**src/rtl/pdb_pkg.sv**
```systemverilog
package pdb_pkg;
  localparam int unsigned REG_W  = 8;
  localparam int unsigned NUM_WT = 7;

  typedef struct packed {
    logic       if_en;
    logic       pd_en;
    logic       stat;
    logic       int_en;
    logic [3:0] sw;
  } ctrl_t;

  typedef struct packed {
    logic              dbc_en;
    logic [NUM_WT-1:0] wt;
  } dbc_t;

  function automatic int unsigned bit_weight(input int unsigned idx);
    case (idx)
      6:       return 1024;
      5:       return 256;
      4:       return 64;
      3:       return 8;
      2:       return 4;
      1:       return 2;
      default: return 1;
    endcase
  endfunction

  function automatic int unsigned weight_sum(input logic [NUM_WT-1:0] w);
    int unsigned acc;
    acc = 0;
    for (int unsigned i = 0; i < NUM_WT; i++) begin
      if (w[i]) acc = acc + bit_weight(i);
    end
    return acc;
  endfunction
endpackage

```
**src/rtl/pdb_sync.sv**
```systemverilog
module pdb_sync #(
  parameter int unsigned STAGES = 2
) (
  input  logic clk,
  input  logic rst_n,
  input  logic din,
  output logic dout
);
  logic [STAGES-1:0] chain_q;

  genvar g;
  generate
    for (g = 0; g < STAGES; g++) begin : g_stage
      if (g == 0) begin : g_first
        always_ff @(posedge clk) begin
          if (!rst_n) chain_q[0] <= 1'b0;
          else        chain_q[0] <= din;
        end
      end else begin : g_next
        always_ff @(posedge clk) begin
          if (!rst_n) chain_q[g] <= 1'b0;
          else        chain_q[g] <= chain_q[g-1];
        end
      end
    end
  endgenerate

  assign dout = chain_q[STAGES-1];
endmodule

```
**src/rtl/pdb_regs.sv**
```systemverilog
module pdb_regs
  import pdb_pkg::*;
(
  input  logic             clk,
  input  logic             rst_n,
  input  logic             wr,
  input  logic             waddr,
  input  logic [REG_W-1:0] wdata,
  output ctrl_t            ctrl,
  output dbc_t             dbc
);
  ctrl_t ctrl_q;
  dbc_t  dbc_q;

  always_ff @(posedge clk) begin
    if (!rst_n) begin
      ctrl_q <= '0;
      dbc_q  <= '0;
    end else if (wr) begin
      if (waddr == 1'b0) begin
        ctrl_q        <= ctrl_t'(wdata);
        ctrl_q.stat   <= 1'b0;
      end else begin
        dbc_q <= dbc_t'(wdata);
      end
    end
  end

  assign ctrl = ctrl_q;
  assign dbc  = dbc_q;

  p_regs_hold_r2: assert property (@(posedge clk) disable iff (!rst_n)
    !$past(wr) |-> ($stable(ctrl_q) && $stable(dbc_q)));
  p_stat_unstored_r2: assert property (@(posedge clk) disable iff (!rst_n)
    $past(wr) |-> (ctrl_q.stat == 1'b0));
endmodule

```
**src/rtl/pdb_interval.sv**
```systemverilog
module pdb_interval
  import pdb_pkg::*;
#(
  parameter int unsigned MUL   = 64,
  parameter int unsigned OFS   = 16,
  parameter int unsigned CNT_W = 17
) (
  input  logic [NUM_WT-1:0] wt,
  output logic [CNT_W-1:0]  lim
);
  logic [31:0] n_sum;
  logic [31:0] scaled;

  always_comb begin
    n_sum  = weight_sum(wt);
    scaled = n_sum * MUL;
    if (scaled > OFS) lim = CNT_W'(scaled - OFS);
    else              lim = '0;
  end
endmodule

```
**src/rtl/pdb_filter.sv**
```systemverilog
module pdb_filter #(
  parameter int unsigned CNT_W = 17
) (
  input  logic             clk,
  input  logic             rst_n,
  input  logic             pen_s,
  input  logic             if_en,
  input  logic             int_en,
  input  logic             dbc_en,
  input  logic             low_power,
  input  logic [CNT_W-1:0] lim_in,
  output logic             status,
  output logic             irq
);
  logic [CNT_W-1:0] cnt_q;
  logic [CNT_W-1:0] lim_q;
  logic             filt_q;
  logic             irq_q;
  logic             active;
  logic             done;
  logic             rise;

  assign active = if_en & pen_s;
  assign done   = !dbc_en || (cnt_q >= lim_q);
  assign rise   = active && !filt_q && done;

  always_ff @(posedge clk) begin
    if (!rst_n) begin
      cnt_q  <= '0;
      lim_q  <= '0;
      filt_q <= 1'b0;
    end else if (!low_power) begin
      if (!active) begin
        cnt_q  <= '0;
        filt_q <= 1'b0;
        lim_q  <= lim_in;
      end else if (!filt_q) begin
        if (done) filt_q <= 1'b1;
        else      cnt_q  <= cnt_q + 1'b1;
      end
    end
  end

  always_ff @(posedge clk) begin
    if (!rst_n) irq_q <= 1'b0;
    else        irq_q <= rise && !low_power && int_en && if_en;
  end

  assign status = filt_q;
  assign irq    = irq_q;

  p_irq_pulse_r8: assert property (@(posedge clk) disable iff (!rst_n)
    irq_q |=> !irq_q);
  p_irq_enabled_r8: assert property (@(posedge clk) disable iff (!rst_n)
    irq_q |-> $past(if_en && int_en));
  p_irq_with_touch_r8: assert property (@(posedge clk) disable iff (!rst_n)
    irq_q |-> $rose(filt_q));
  p_freeze_r9: assert property (@(posedge clk) disable iff (!rst_n)
    $past(low_power) |-> ($stable(cnt_q) && $stable(filt_q)));
  p_no_irq_lp_r9: assert property (@(posedge clk) disable iff (!rst_n)
    $past(low_power) |-> !irq_q);
  p_cnt_bound_r4: assert property (@(posedge clk) disable iff (!rst_n)
    cnt_q <= lim_q);
  p_touch_needs_pen_r6: assert property (@(posedge clk) disable iff (!rst_n)
    (filt_q && !$past(low_power)) |-> $past(pen_s && if_en));
  p_rise_after_count_r4: assert property (@(posedge clk) disable iff (!rst_n)
    ($rose(filt_q) && $past(dbc_en)) |-> $past(cnt_q >= lim_q));
  p_lim_steady_r10: assert property (@(posedge clk) disable iff (!rst_n)
    $past(active) |-> $stable(lim_q));
endmodule

```
**src/rtl/pen_debounce_top.sv**
```systemverilog
module pen_debounce_top
  import pdb_pkg::*;
#(
  parameter int unsigned SYNC_STAGES = 2,
  parameter int unsigned TICK_MUL    = 64,
  parameter int unsigned TICK_OFS    = 16
) (
  input  logic       clk,
  input  logic       rst_n,
  input  logic       reg_wr,
  input  logic       reg_waddr,
  input  logic [7:0] reg_wdata,
  input  logic       reg_raddr,
  output logic [7:0] reg_rdata,
  input  logic       pen_raw,
  input  logic       low_power,
  output logic       touch,
  output logic       touch_irq,
  output logic       pull_xp,
  output logic [3:0] sw_en
);
  localparam int unsigned MAX_N   = weight_sum('1);
  localparam int unsigned MAX_LIM = MAX_N * TICK_MUL;
  localparam int unsigned CNT_W   = $clog2(MAX_LIM + 1);

  ctrl_t            ctrl;
  dbc_t             dbc;
  logic             pen_s;
  logic [CNT_W-1:0] lim;
  logic             status;

  pdb_regs u_regs (
    .clk   (clk),
    .rst_n (rst_n),
    .wr    (reg_wr),
    .waddr (reg_waddr),
    .wdata (reg_wdata),
    .ctrl  (ctrl),
    .dbc   (dbc)
  );

  pdb_sync #(.STAGES(SYNC_STAGES)) u_sync (
    .clk   (clk),
    .rst_n (rst_n),
    .din   (pen_raw),
    .dout  (pen_s)
  );

  pdb_interval #(.MUL(TICK_MUL), .OFS(TICK_OFS), .CNT_W(CNT_W)) u_intv (
    .wt  (dbc.wt),
    .lim (lim)
  );

  pdb_filter #(.CNT_W(CNT_W)) u_filt (
    .clk       (clk),
    .rst_n     (rst_n),
    .pen_s     (pen_s),
    .if_en     (ctrl.if_en),
    .int_en    (ctrl.int_en),
    .dbc_en    (dbc.dbc_en),
    .low_power (low_power),
    .lim_in    (lim),
    .status    (status),
    .irq       (touch_irq)
  );

  always_comb begin
    if (reg_raddr == 1'b0) reg_rdata = {ctrl.if_en, ctrl.pd_en, status, ctrl.int_en, ctrl.sw};
    else                   reg_rdata = dbc;
  end

  genvar s;
  generate
    for (s = 0; s < 4; s++) begin : g_sw
      assign sw_en[s] = ctrl.sw[s];
    end
  endgenerate

  assign pull_xp = ctrl.pd_en;
  assign touch   = status;

  p_touch_off_when_disabled_r12: assert property (@(posedge clk) disable iff (!rst_n)
    ($past(!ctrl.if_en) && !$past(low_power)) |-> !touch);
  p_switch_write_r2: assert property (@(posedge clk) disable iff (!rst_n)
    ($past(reg_wr) && !$past(reg_waddr)) |-> (sw_en == $past(reg_wdata[3:0])));
endmodule

```
**config.mk**
```make
export PLATFORM = sky130hd
export DESIGN_NAME = pen_debounce_top
export DESIGN_NICKNAME = d
export VERILOG_FILES = /design/src/rtl/pdb_pkg.sv /design/src/rtl/pdb_sync.sv /design/src/rtl/pdb_regs.sv /design/src/rtl/pdb_interval.sv /design/src/rtl/pdb_filter.sv /design/src/rtl/pen_debounce_top.sv
export SDC_FILE = /design/constraint.sdc
export NUM_CORES = 1
export LEC_CHECK = 0
export BUFFER_PORTS_ARGS = -buffer_cell sky130_fd_sc_hd__buf_2
export CAP_MARGIN = 5
export CORE_MARGIN = 4
export CORE_UTILIZATION = 30
export CTS_BUF_LIST = sky130_fd_sc_hd__clkbuf_8
export DETAILED_ROUTE_END_ITERATION = 12
export PLACE_DENSITY = 0.57
export SLEW_MARGIN = 20
export SYNTH_ARGS = -nofsm -noshare
export SYNTH_HDL_FRONTEND = slang
export SYNTH_HIERARCHICAL = 1
export SYNTH_SLANG_ARGS = --single-unit
```
**constraint.sdc**
```tcl
create_clock -name clk -period 2.4 [get_ports clk]
set_clock_uncertainty 0.2 [all_clocks]
set_input_delay 0.24 -clock clk [delete_from_list [all_inputs] [get_ports clk]]
set_output_delay 0.24 -clock clk [all_outputs]
set_load 0.03 [all_outputs]
```
* After elaboration in Yosys (flattened, before gate mapping)
Index checks and enable logic that the tools add are counted.
** Storage, ports and cells
- Flip-flop bits (word level) :: 53
- Bits in latches :: 0
- RAM bits :: 0
- ROM bits :: 0
- Bits of input ports :: 15
- Output and inout bits :: 15
- Logic and storage cells :: 62
- Memories kept :: 0
** Operators by class
- $add $sub $neg :: 8
- Multipliers :: 0
- Divide/modulo/power cells :: 0
- $lt $le $gt $ge :: 2
- Equal/unequal tests :: 2
- Shift operators :: 0
- Multiplexer cells :: 21
- Bitwise gates (word level) :: 4
- Reductions and logical operators :: 13
** Operators with widths (number)
- 26-bit two-way mux :: 12
- 26-bit adder :: 5
- 17-bit two-way mux :: 4
- 32-bit by 5-bit greater-than comparator with 1-bit output (second input constant) :: 1
- 1-bit by 26-bit adder with 26-bit output :: 1
- 17-bit by 1-bit adder with 17-bit output (second input constant) :: 1
- 17-bit >= comparator :: 1
- 17-bit by 5-bit subtractor with 17-bit output (second input constant) :: 1
- 8-bit two-way mux :: 1
- 2-bit AND reduction :: 3
- 1-bit logical AND :: 5
- 1-bit two-way mux :: 4
- 2-bit != test (second input constant) :: 2
- 1-bit zero test :: 3
- 1-bit inverter :: 3
- 3-bit AND reduction :: 1
- 1-bit AND :: 1
- 1-bit logical OR :: 1

* Depth between registers and ports, before layout
Gate-level depths: netlist (run 1).
- Depth after elaboration :: 15
- Gate-level depth with buffers :: 10
- Gate-level depth less buffers :: 8

* Hierarchy
Netlist (run 1), hierarchy kept.
** Modules (own cells, without submodules)
- pdb_filter :: instances 1, cells an instance 263, area an instance 2067.0 um^2, seq. area each 720.7 um^2
- pdb_regs :: instances 1, cells an instance 61, area an instance 603.1 um^2, seq. area each 300.3 um^2
- pdb_interval :: instances 1, cells an instance 33, area an instance 241.5 um^2, seq. area each 0.0 um^2
- pen_debounce_top :: instances 1, cells an instance 9, area an instance 131.4 um^2, seq. area each 0.0 um^2
- pdb_sync :: instances 1, cells an instance 4, area an instance 52.6 um^2, seq. area each 40.0 um^2

* Worst setup path before layout (run 1)
No wires, ideal clock.
- Path type :: reg2reg
- From :: register u_filt.cnt_q[5]
- To :: register u_filt.cnt_q[4]
- Setup time :: 0.070 ns
- Data arrival time :: 2.040 ns
- Required time :: 2.130 ns
- Setup slack :: 0.090 ns
- Stages on the path, launching flop included :: 9
- Buffers on the path :: 1
- Period minus slack after synthesis :: 2.310 ns
- Cells stage by stage :: dfxtp_1 ha_1 and4_4 a32oi_1 nand3_1 o211a_2 buf_6 or4_1 a21oi_1
** On the way
- Cells in the longest elaborated chain, start to end :: 4
** RTL lines
- start: declaration :: RTL line pdb_filter.sv:15 : logic [CNT_W-1:0] cnt_q;
- start signal: assignment :: RTL line pdb_filter.sv:39 : else cnt_q <= cnt_q + 1'b1;
- 17-bit >= comparator :: RTL line pdb_filter.sv:24 : assign done = !dbc_en || (cnt_q >= lim_q);
- 1-bit logical OR :: RTL line pdb_filter.sv:24
- 2-bit != test (no source line)
- 3-bit AND reduction (no source line)
No other way between the ends.
A chain may end at the register's enable or synchronous reset.

* Final worst setup path (run 1)
- From :: register u_filt.cnt_q[9]
- To :: register u_filt.cnt_q[8]
The elaborated chain is that of the path after synthesis.

==> metrics.md, run 1 <==
| Metric | Value |
|---|---|
| Status | `completed` |
| Worst-path cell chain | `ha_1 > o211ai_1 > a21oi_1 > a211o_1 > o211a_4 > or3_4 > buf_6 > o21ai_1` |
| Share of layout cells above drive strength 1 | `30.3%` |
| Total GRT Usage | `13.4%` |
| Bufs and invs on worst path | `1` |
| Core Box Area | `9910 sq um` |
| CTS buffer count | `5` |
| Reg power frac | `50.5%` |
| Worst r2r src | `u_filt/cnt_q[9]` |
| Min Clock Period, post-route | `2.35 ns` |
| Cell depth of the worst setup path | `8` |
| Htree depth | `2` |
| Syn avg cell area | `between 8 and 9 sq um` |
| Final-report hold violation count | `0` |
| Worst slack, placed | `-0.0957 ns` |
| Worst-Skew Late Latency | `about 0.32 ns` |
| Util after Layout | `between 30% and 40%` |
| Die ar. | `around 12000 sq um` |
| Reg clk slew, reported paths | `0.10 ns` |
| Nets | `457` |
| Crit path required time | `2.45 ns` |
| Pwr dens | `480 nW/um^2` |
| Placed Cells | `approximately 540` |
| Critical path arrival | `2.40 ns` |
| Crit Path Class | `reg2reg` |
| Finished Layout Cells | `556` |
| Internal power | `around 1.3 mW` |
| DP HPWL | `5530 microns` |
| R2R Setup Slk | `about 0.045 ns` |
| Post-Synthesis Cells | `368` |
| Die X-Extent | `109 microns` |
| CTS Root Cell | `clkbuf_8` |
| Switching power share of the total | `28.9%` |
| Area Overhead vs Synth | `26.7%` |
| Pwr Total | `1.87 mW` |
| WL per Instance | `13.8 microns` |
| Grt ovf | `0` |
| Crit-path max cell delay | `approximately 0.44 ns` |
| Port Buffers | `29` |
| Slowest CP cell | `or3_4` |
| HP Class | `in2reg` |
| Comb pwr share | `a little under a fifth` |
| Hold_ws | `between 0.01 and 0.015 ns` |
| Largest net degree at the start of global routing | `34` |
| Lkg Pwr | `1.62 nW` |
| Crit. End Element | `register` |
| Startpoint Class | `register` |
| Psw | `542 uW` |
| Detailed Routing Iterations Pass 1 | `4` |
| Final WL | `7650 microns` |
| Worst slew margin | `57.1%` |
| Crit Path Max Fanout | `7` |
| Die Ht | `109 microns` |
| Max-Cap Viols | `0` |
| Number of global-route vias before repair | `2739` |
| Initial core utilization | `between 30% and 40%` |
| Cells on worst reg2reg path | `8` |
| Worst-Margin Slew | `0.641 ns` |
| CP delay by family, top | `compound AO/OA/AOI/OAI gates` |
| Worst vdd ir | `0.281 mV` |
| Worst setup path end | `u_filt/cnt_q[8]` |
| DR vias | `approximately 2.8k` |
| Antenna violations before repair | `0` |
| Max Freq | `around 420 MHz` |
| TritonCTS clock tree | `built` |
| Clock power frac | `31.0%` |
| Placer Congestion | `0.833` |
| CTS sink count | `53` |
| Worst reg2reg path endpoint | `u_filt/cnt_q[8]` |
| Synthesized area | `3080 sq um` |
| Global-route wire length before repair | `13000 microns` |
| # diodes | `0` |
| Final ANT Viol Nets | `0` |
| RSZ-0062 raised after global routing | `yes` |
| Initial DRC Count | `around 140` |
| Setup slack after layout | `~0.045 ns` |
| Crit. Startpoint | `u_filt/cnt_q[9]` |
| Period utilisation layout | `98.1%` |
| Max-slew violation count | `0` |
| Cell Rows | `36` |
| Number of top-level pins | `30` |
| DRC viols | `0` |
| Max Root-Sink Buffers | `2` |
| YS warnings | `6` |
| Post-DR vias/cell | `4.99` |
| Final setup viols | `0` |
-- worst reg2reg max path: stages, from the launching register on --
cell      delay (ns)
dfxtp_2         0.36
ha_1            0.29
o211ai_1        0.17
a21oi_1         0.08
a211o_1         0.27
o211a_4         0.18
or3_4           0.44
buf_6           0.16
o21ai_1         0.13
-- layer usage --
metal,global-route usage [%],wire length [microns]
met1,18.4,3630
met4,3.92,114
met5,0,0
met3,2.47,274
met2,21.5,3630
-- cell usage in the layout (no fill, tap or decap), types with 3 or more instances in the layout --
cell / instances
a21oi_1: 32
ha_1: 12
dlygate4sd3_1: 9
o21ai_1: 7
buf_2: 29
nand4_1: 4
and2_1: 6
mux2i_1: 14
nand3_1: 11
ha_4: 8
clkbuf_8: 7
o31ai_1: 4
o311ai_1: 8
nand2b_1: 4
o21ai_2: 5
nor2_1: 17
dfxtp_2: 16
or4_1: 4
o311ai_0: 3
dfxtp_1: 36
o41ai_2: 3
mux2_4: 8
a31oi_1: 4
inv_1: 20
nand3b_1: 6
conb_1: 4
a21oi_2: 3
nand2_1: 67
buf_4: 28
-- state kept, by name, summed over array words and instances (netlist names) --
register and count:
u_filt/status 1, u_regs/ctrl 7, u_sync/dout 1, u_filt/cnt_q 17
u_regs/dbc 8, u_filt/irq 1, u_filt/lim_q 17, u_sync/chain_q 1
-- worst min-delay path by stage --
| stage | startpoint | end | slack, ns | cells after the start |
|---|---|---|---|---|
| floorplan | low_power | u_filt/irq | 0.12 | 1 |
| global placement | u_sync/chain_q[0] | u_sync/dout | 0.21 | 1 |
| detailed placement | u_sync/chain_q[0] | u_sync/dout | 0.22 | 1 |
| CTS | reg_wdata[1] | u_regs/ctrl[1] | 0.004 | 3 |
| global route | reg_wdata[4] | u_regs/ctrl[4] | 0.02 | 3 |
| finish | reg_wdata[4] | u_regs/ctrl[4] | 0.01 | 3 |
-- repair_timing --
| item | CTS | global route |
|---|---|---|
| hold buffers | 9 | 0 |
| endpoints found under the setup margin | 13 | 16 |
| buffers inserted | 2 | 0 |
| pin swaps | 10 | 8 |
| hold endpoints to repair | 12 | 0 |
| gates resized for setup | 27 | 25 |
-- power by group through the flow --
stage               logic (mW)  registers [mW]  clock network [mW]
floorplan                0.242           0.968                   0
global placement         0.309           0.963                   0
detailed placement       0.312           0.965                   0
CTS                      0.337           0.946               0.596
global route             0.388           0.952               0.636
finish                   0.346           0.946               0.581
-- final cells by class --
type	instances	area, sq um
fill	1019	6000
clock inverter	1	8.76
inverter	23	86.3
clock buffer	7	96.3
sequential	53	1080
timing repair buffer	68	468
tap	133	166
multi-input combinational	271	2000
-- metrics by stage --
| stage | setup TNS [ns] | cell area, sq um |
|---|---|---|
| finish | 0 | 3910 |
| CTS | 0 | 3800 |
| detailed placement | -0.579 | 3460 |
| global route | -0.0420 | 3910 |
| floorplan | 0 | 3100 |
| global placement | -0.230 | 3460 |
(Power assumes the default switching activity.)
==> inputs of run 2 (changes only) <==
Settings changed: CORE_ASPECT_RATIO from default to 1.75.
==> metrics.md, run 2 (synthesis gave the netlist of run 1 again) <==
| Metric | Value |
|---|---|
| WL per Instance | `14.9 microns (+8.4%)` |
| TritonCTS clock tree | `built` |
| Setup TNS | `-0.0243 ns (-0.0243 ns)` |
| CTS buffer count | `5 (unchanged)` |
| # diodes | `0 (unchanged)` |
| Final ANT Viol Nets | `0 (unchanged)` |
| Final setup viols | `1 (+1)` |
| Critical path arrival | `2.46 ns (+0.06 ns)` |
| Nets | `468 (+2.4%)` |
| Grt ovf | `0 (unchanged)` |
| Number of global-route vias before repair | `2836 (+3.5%)` |
| Port Buffers | `29 (unchanged)` |
| Worst vdd ir | `0.431 mV (+53%)` |
| Commonest non-fill, non-tap cell in the layout | `nand2_1` |
| Lkg Pwr | `1.73 nW (+6.5%)` |
| Die Ht | `142 microns (+30%)` |
| Crit. End Element | `register` |
| Final-report hold violation count | `0 (unchanged)` |
| Detailed Routing Iterations Pass 1 | `4 (unchanged)` |
| Max Root-Sink Buffers | `2 (unchanged)` |
| Placed Cells | `534 (-0.56%)` |
| CTS sink count | `53 (unchanged)` |
| Crit Path Max Fanout | `5 (-2)` |
| Area Overhead vs Synth | `36.0%` |
| Startpoint Class | `register` |
| Worst-Skew Late Latency | `0.32 ns (about the same)` |
| Most frequent cells in the layout | `nand2_1, dfxtp_1, a21oi_1` |
| Global-route wire length before repair | `13300 microns (+2.8%)` |
| Finished Layout Cells | `559 (+0.54%)` |
| Initial DRC Count | `140 (+1.4%)` |
| Setup slack after layout | `-0.0243 ns (-0.0698 ns)` |
| Htree depth | `2 (unchanged)` |
| Max-slew violation count | `0 (unchanged)` |
| Die X-Extent | `84.6 microns (-23%)` |
| Placer Congestion | `0.773 (-7.2%)` |
| Antenna violations before repair | `0 (unchanged)` |
| CTS Root Cell | `clkbuf_8` |
| Max-Cap Viols | `0 (unchanged)` |
| Post-route cell area | `4190 sq um (+7.4%)` |
| Total GRT Usage | `13.7% (+0.26 points)` |
| Failing checks | `negative setup slack` |
| HP Class | `in2reg` |
| Reg clk slew, reported paths | `0.10 ns (about the same)` |
| Share of layout cells above drive strength 1 | `34.6% (+4.3 points)` |
| Final WL | `8340 microns (+9.0%)` |
| Crit Path Class | `reg2reg` |
| Worst-Margin Slew | `0.662 ns (+0.0210 ns)` |
| Pwr dens | `490 nW/um^2 (+2.1%)` |
| Number of top-level pins | `30 (unchanged)` |
| RSZ-0062 raised after global routing | `yes` |
| Max Freq | `412 MHz (-2.9%)` |
| Initial core utilization | `30.9% (-0.19 points)` |
| Worst slew margin | `55.7% (-1.4 points)` |
| Status | `finished, violations left` |
| Post-DR vias/cell | `5.09 (+2.1%)` |
| Min Clock Period, post-route | `2.42 ns (+0.0698 ns)` |
| Cell Rows | `48 (+33%)` |
| DRC viols | `0 (unchanged)` |
| Worst slack, placed | `-0.218 ns (-0.122 ns)` |
| Crit path required time | `2.44 ns (about the same)` |
| Area after DPL | `3490 sq um (+0.80%)` |
| Core Box Area | `9970 sq um (+0.61%)` |
| Period utilisation layout | `101% (+2.9 points)` |
| Hold_ws | `0.170 ns (+0.159 ns)` |
| DR vias | `2848 (+2.6%)` |
| # fillers | `1002 (-1.7%)` |
| Largest net degree at the start of global routing | `48 (+41%)` |
| Die ar. | `12000 sq um (+0.53%)` |
| DP HPWL | `5810 microns (+5.0%)` |
[run 2: changes by cell type in the layout (fill, tap and decap cells not counted), moves of 3 or more]
cell / change
dfxtp_1: +3
o21ai_1: -4
o21ai_2: +3
o311ai_1: -5
o311ai_0: -3
buf_6: +4
o311ai_2: +7
dfxtp_2: -3
[run 2: critical path: stages (launching register included)]
cell	delay [ns]
dfxtp_4	0.38
ha_4	0.23
o211ai_1	0.19
a21oi_1	0.10
a211o_1	0.32
o211a_4	0.18
or3_4	0.45
buf_6	0.16
o21ai_4	0.14
[run 2: routing by layer]
metal,share of wire (%),GRT usage [%],vias up,wire (microns)
met5,0,0,-,0
met4,3.1,6.84,0,261
met3,3.0,2.14,17,249
met2,57,27.0,63,4720
met1,37,13.4,1340,3110
li1,-,-,1428,-
[run 2: timing repair]
| action | CTS | global route |
|---|---|---|
| setup buffers | 1 | 4 |
| endpoints found under the hold margin | 17 | 0 |
| endpoints found under the setup margin | 17 | 19 |
| cloned | 1 | 0 |
| pin swaps | 18 | 21 |
| resized for setup | 25 | 56 |
| hold buffers | 11 | 0 |
[run 2: cell type report]
class / count / area, sq um / share of cell area, %
multi-input cells: 272 / 2150 / 51.3
flip-flops and latches: 53 / 1080 / 25.8
repair buffers: 78 / 583 / 13.9
well taps: 125 / 156 / 3.73
inverters: 23 / 86.3 / 2.06
clock buffers: 5 / 68.8 / 1.64
clock inverters: 3 / 68.8 / 1.64
[run 2: worst paths after layout]
check             cells past startpoint         endpoint  slack, ns               from
setup / recovery                      8  u_filt/cnt_q[9]      -0.02    u_filt/cnt_q[9]
hold / removal                        3  u_filt/cnt_q[0]       0.17              rst_n
setup reg to reg                      8  u_filt/cnt_q[9]      -0.02    u_filt/cnt_q[9]
hold reg to reg                       1      u_sync/dout       0.25  u_sync/chain_q[0]
[run 2: where the power goes]
part           switching, mW  internal (mW)
Clock                  0.318          0.420
Combinational          0.208          0.163
Sequential            0.0282          0.917
[run 2: stage by stage]
| stage | utilization [%] | power, mW |
|---|---|---|
| after floorplan | - | 1.21 |
| after global routing | 42.1 | 2.15 |
| final | 42.1 | 2.05 |
| after detailed placement | 35.0 | 1.28 |
| after global placement | 35.0 | 1.27 |
| after CTS | 39.1 | 2.05 |
==> inputs of run 3 (changes only) <==
Settings changed: CTS_BUF_LIST sky130_fd_sc_hd__clkbuf_8 to default.
==> metrics.md, run 3 (synthesis gave the netlist of run 1 again) <==
| Metric | Value |
|---|---|
| Max Root-Sink Buffers | `2 (unchanged)` |
| Port Buffers | `29 (unchanged)` |
| Cell Rows | `48 (unchanged)` |
| Total GRT Usage | `13.5% (-0.15 points)` |
| Crit. Startpoint | `u_filt/lim_q[15]` |
| Htree depth | `2 (unchanged)` |
| Status | `finished, violations left` |
| CTS Root Cell | `clkbuf_16` |
| Worst reg2reg path endpoint | `u_filt/cnt_q[9]` |
| Area Overhead vs Synth | `34.9%` |
| DR vias | `2836 (-0.42%)` |
| Core Box Area | `9970 sq um (unchanged)` |
| Initial DRC Count | `155 (+11%)` |
| CTS sink count | `53 (unchanged)` |
| Crit path required time | `2.42 ns (-0.02 ns)` |
| Hold_ws | `0.0107 ns (-0.159 ns)` |
| Crit Path Class | `reg2reg` |
| Reg clk slew, reported paths | `0.07 ns (-0.03 ns)` |
| Critical path arrival | `2.44 ns (-0.02 ns)` |
| Most frequent cells in the layout | `nand2_1, dfxtp_1, buf_4` |
| Worst vdd ir | `0.483 mV (+12%)` |
| Grt ovf | `0 (unchanged)` |
| Max Freq | `412 MHz (about the same)` |
| Post-route cell area | `4160 sq um (-0.81%)` |
| Antenna violations before repair | `0 (unchanged)` |
| Nets | `461 (-1.5%)` |
| Psw | `574 uW (+3.7%)` |
| Crit Path Max Fanout | `5 (unchanged)` |
| Crit-path max cell delay | `0.45 ns (about the same)` |
| Worst-path cell chain | `inv_2 > ha_4 > a21o_1 > a211oi_4 > a21oi_2 > o211a_4 > or3_4 > buf_6 > o21ai_4` |
| Clock power frac | `41.8% (+5.9 points)` |
| Global-route wire length before repair | `13200 microns (-1.3%)` |
| Min Clock Period, post-route | `2.43 ns (+0.00219 ns)` |
| Startpoint Class | `register` |
| Max-Cap Viols | `0 (unchanged)` |
| Number of top-level pins | `30 (unchanged)` |
| Final setup viols | `1 (unchanged)` |
| Internal power | `1.67 mW (+12%)` |
| Post-DR vias/cell | `5.14 (+0.84%)` |
| Pwr Total | `2.25 mW (+9.4%)` |
| Failing checks | `negative setup slack` |
| Cells on worst reg2reg path | `9 (+1)` |
| Die ar. | `12000 sq um (unchanged)` |
| Slowest CP cell | `or3_4` |
| Period utilisation layout | `101% (about the same)` |
| Crit. End Element | `register` |
| Pwr dens | `540 nW/um^2 (+10%)` |
| Max-slew violation count | `0 (unchanged)` |
| Switching power share of the total | `25.6% (-1.4 points)` |
| Final WL | `8290 microns (-0.52%)` |
| WL per Instance | `15.0 microns (+0.75%)` |
| Setup TNS | `-0.0265 ns (-0.00219 ns)` |
| HP Class | `in2reg` |
| R2R Setup Slk | `-0.03 ns (about the same)` |
| Lkg Pwr | `1.71 nW (-0.72%)` |
| Largest net degree at the start of global routing | `48 (unchanged)` |
| Worst r2r src | `u_filt/lim_q[15]` |
| Detailed Routing Iterations Pass 1 | `5 (+1)` |
| Final-report hold violation count | `0 (unchanged)` |
| Number of global-route vias before repair | `2805 (-1.1%)` |
| Worst Hold Launch | `reg_wdata[3]` |
| Util after Layout | `41.7% (-0.34 points)` |
| Worst setup path end | `u_filt/cnt_q[9]` |
| Commonest non-fill, non-tap cell in the layout | `nand2_1` |
| CTS buffer count | `5 (unchanged)` |
| Setup slack after layout | `-0.0265 ns (-0.00219 ns)` |
| Area after DPL | `3490 sq um (unchanged)` |
| TritonCTS clock tree | `built` |
| Placer Congestion | `0.773 (unchanged)` |
| Die Ht | `142 microns (unchanged)` |
| Share of layout cells above drive strength 1 | `34.2% (-0.37 points)` |
| RSZ-0062 raised after global routing | `yes` |
| DRC viols | `0 (unchanged)` |
| Worst-Margin Slew | `0.664 ns (+0.00297 ns)` |
| DP HPWL | `5810 microns (unchanged)` |
| Comb pwr share | `16.1% (-2.0 points)` |
| # diodes | `0 (unchanged)` |
| Reg power frac | `42.0% (-4.0 points)` |
| Initial core utilization | `30.9% (unchanged)` |
| Final ANT Viol Nets | `0 (unchanged)` |
| Worst-Skew Late Latency | `0.30 ns (-0.02 ns)` |
| Die X-Extent | `84.6 microns (unchanged)` |
| Worst slew margin | `55.5% (-0.20 points)` |
## run 3: cell count changes in the layout (fill, tap and decap cells not counted), sizes merged
cell         delta
buf             +1
dlygate4sd3     -8
## run 3: power by group through the flow
stage	Clock (mW)	Combinational, mW	Sequential [mW]
after CTS	0.973	0.339	0.943
after detailed placement	0	0.319	0.964
after floorplan	0	0.242	0.968
after global routing	1.00	0.400	0.950
after global placement	0	0.312	0.962
final	0.940	0.362	0.945
## run 3: worst min-delay path by stage
stage / endpoint / slack [ns] / cells past startpoint
after floorplan: u_filt/irq / 0.12 / 1
after global routing: u_regs/dbc[4] / 0.02 / 3
after global placement: u_sync/dout / 0.22 / 1
after CTS: u_regs/ctrl[3] / 0.007 / 3
after detailed placement: u_sync/dout / 0.23 / 1
final: u_regs/ctrl[3] / 0.01 / 3
## run 3: per-stage QoR
stage | worst slack, ns | instances
after detailed placement | -0.218 | 534
after floorplan | 0.0896 | 371
final | -0.0265 | 552
after global routing | -0.0698 | 552
after CTS | 0.0000304 | 547
after global placement | -0.113 | 534
## run 3: layout make-up
| class | count | area [sq um] |
|---|---|---|
| clock buffers | 5 | 125 |
| clock inverters | 3 | 68.8 |
| inverters | 23 | 86.3 |
| fillers | 1010 | 5810 |
| flip-flops and latches | 53 | 1080 |
| well taps | 125 | 156 |
| repair buffers | 71 | 507 |
| multi-input cells | 272 | 2140 |
## run 3: critical path: cells and delay by family, from the launching register on
family                     cells  cell delay (ns)
adders and majority gates      1             0.21
and+or+nand+nor                1             0.45
AOI/OAI and AO/OA              5             0.94
buffers and inverters          2             0.20
DFF                            1             0.35
## run 3: routing by layer
| layer | GRT usage [%] | wire [microns] | vias to the layer above |
|---|---|---|---|
| li1 | - | - | 1417 |
| met1 | 13.3 | 3070 | 1318 |
| met2 | 26.0 | 4540 | 78 |
| met3 | 2.61 | 284 | 23 |
| met4 | 7.42 | 391 | 0 |
| met5 | 0 | 0 | - |
## run 3: what timing repair did
item | in CTS | in global routing
gates cloned | 1 | 0
endpoints found under the hold margin | 3 | 0
setup buffers | 1 | 5
gates resized for setup | 27 | 48
hold buffers | 3 | 0
pin swaps | 20 | 18
setup endpoints to repair | 17 | 19
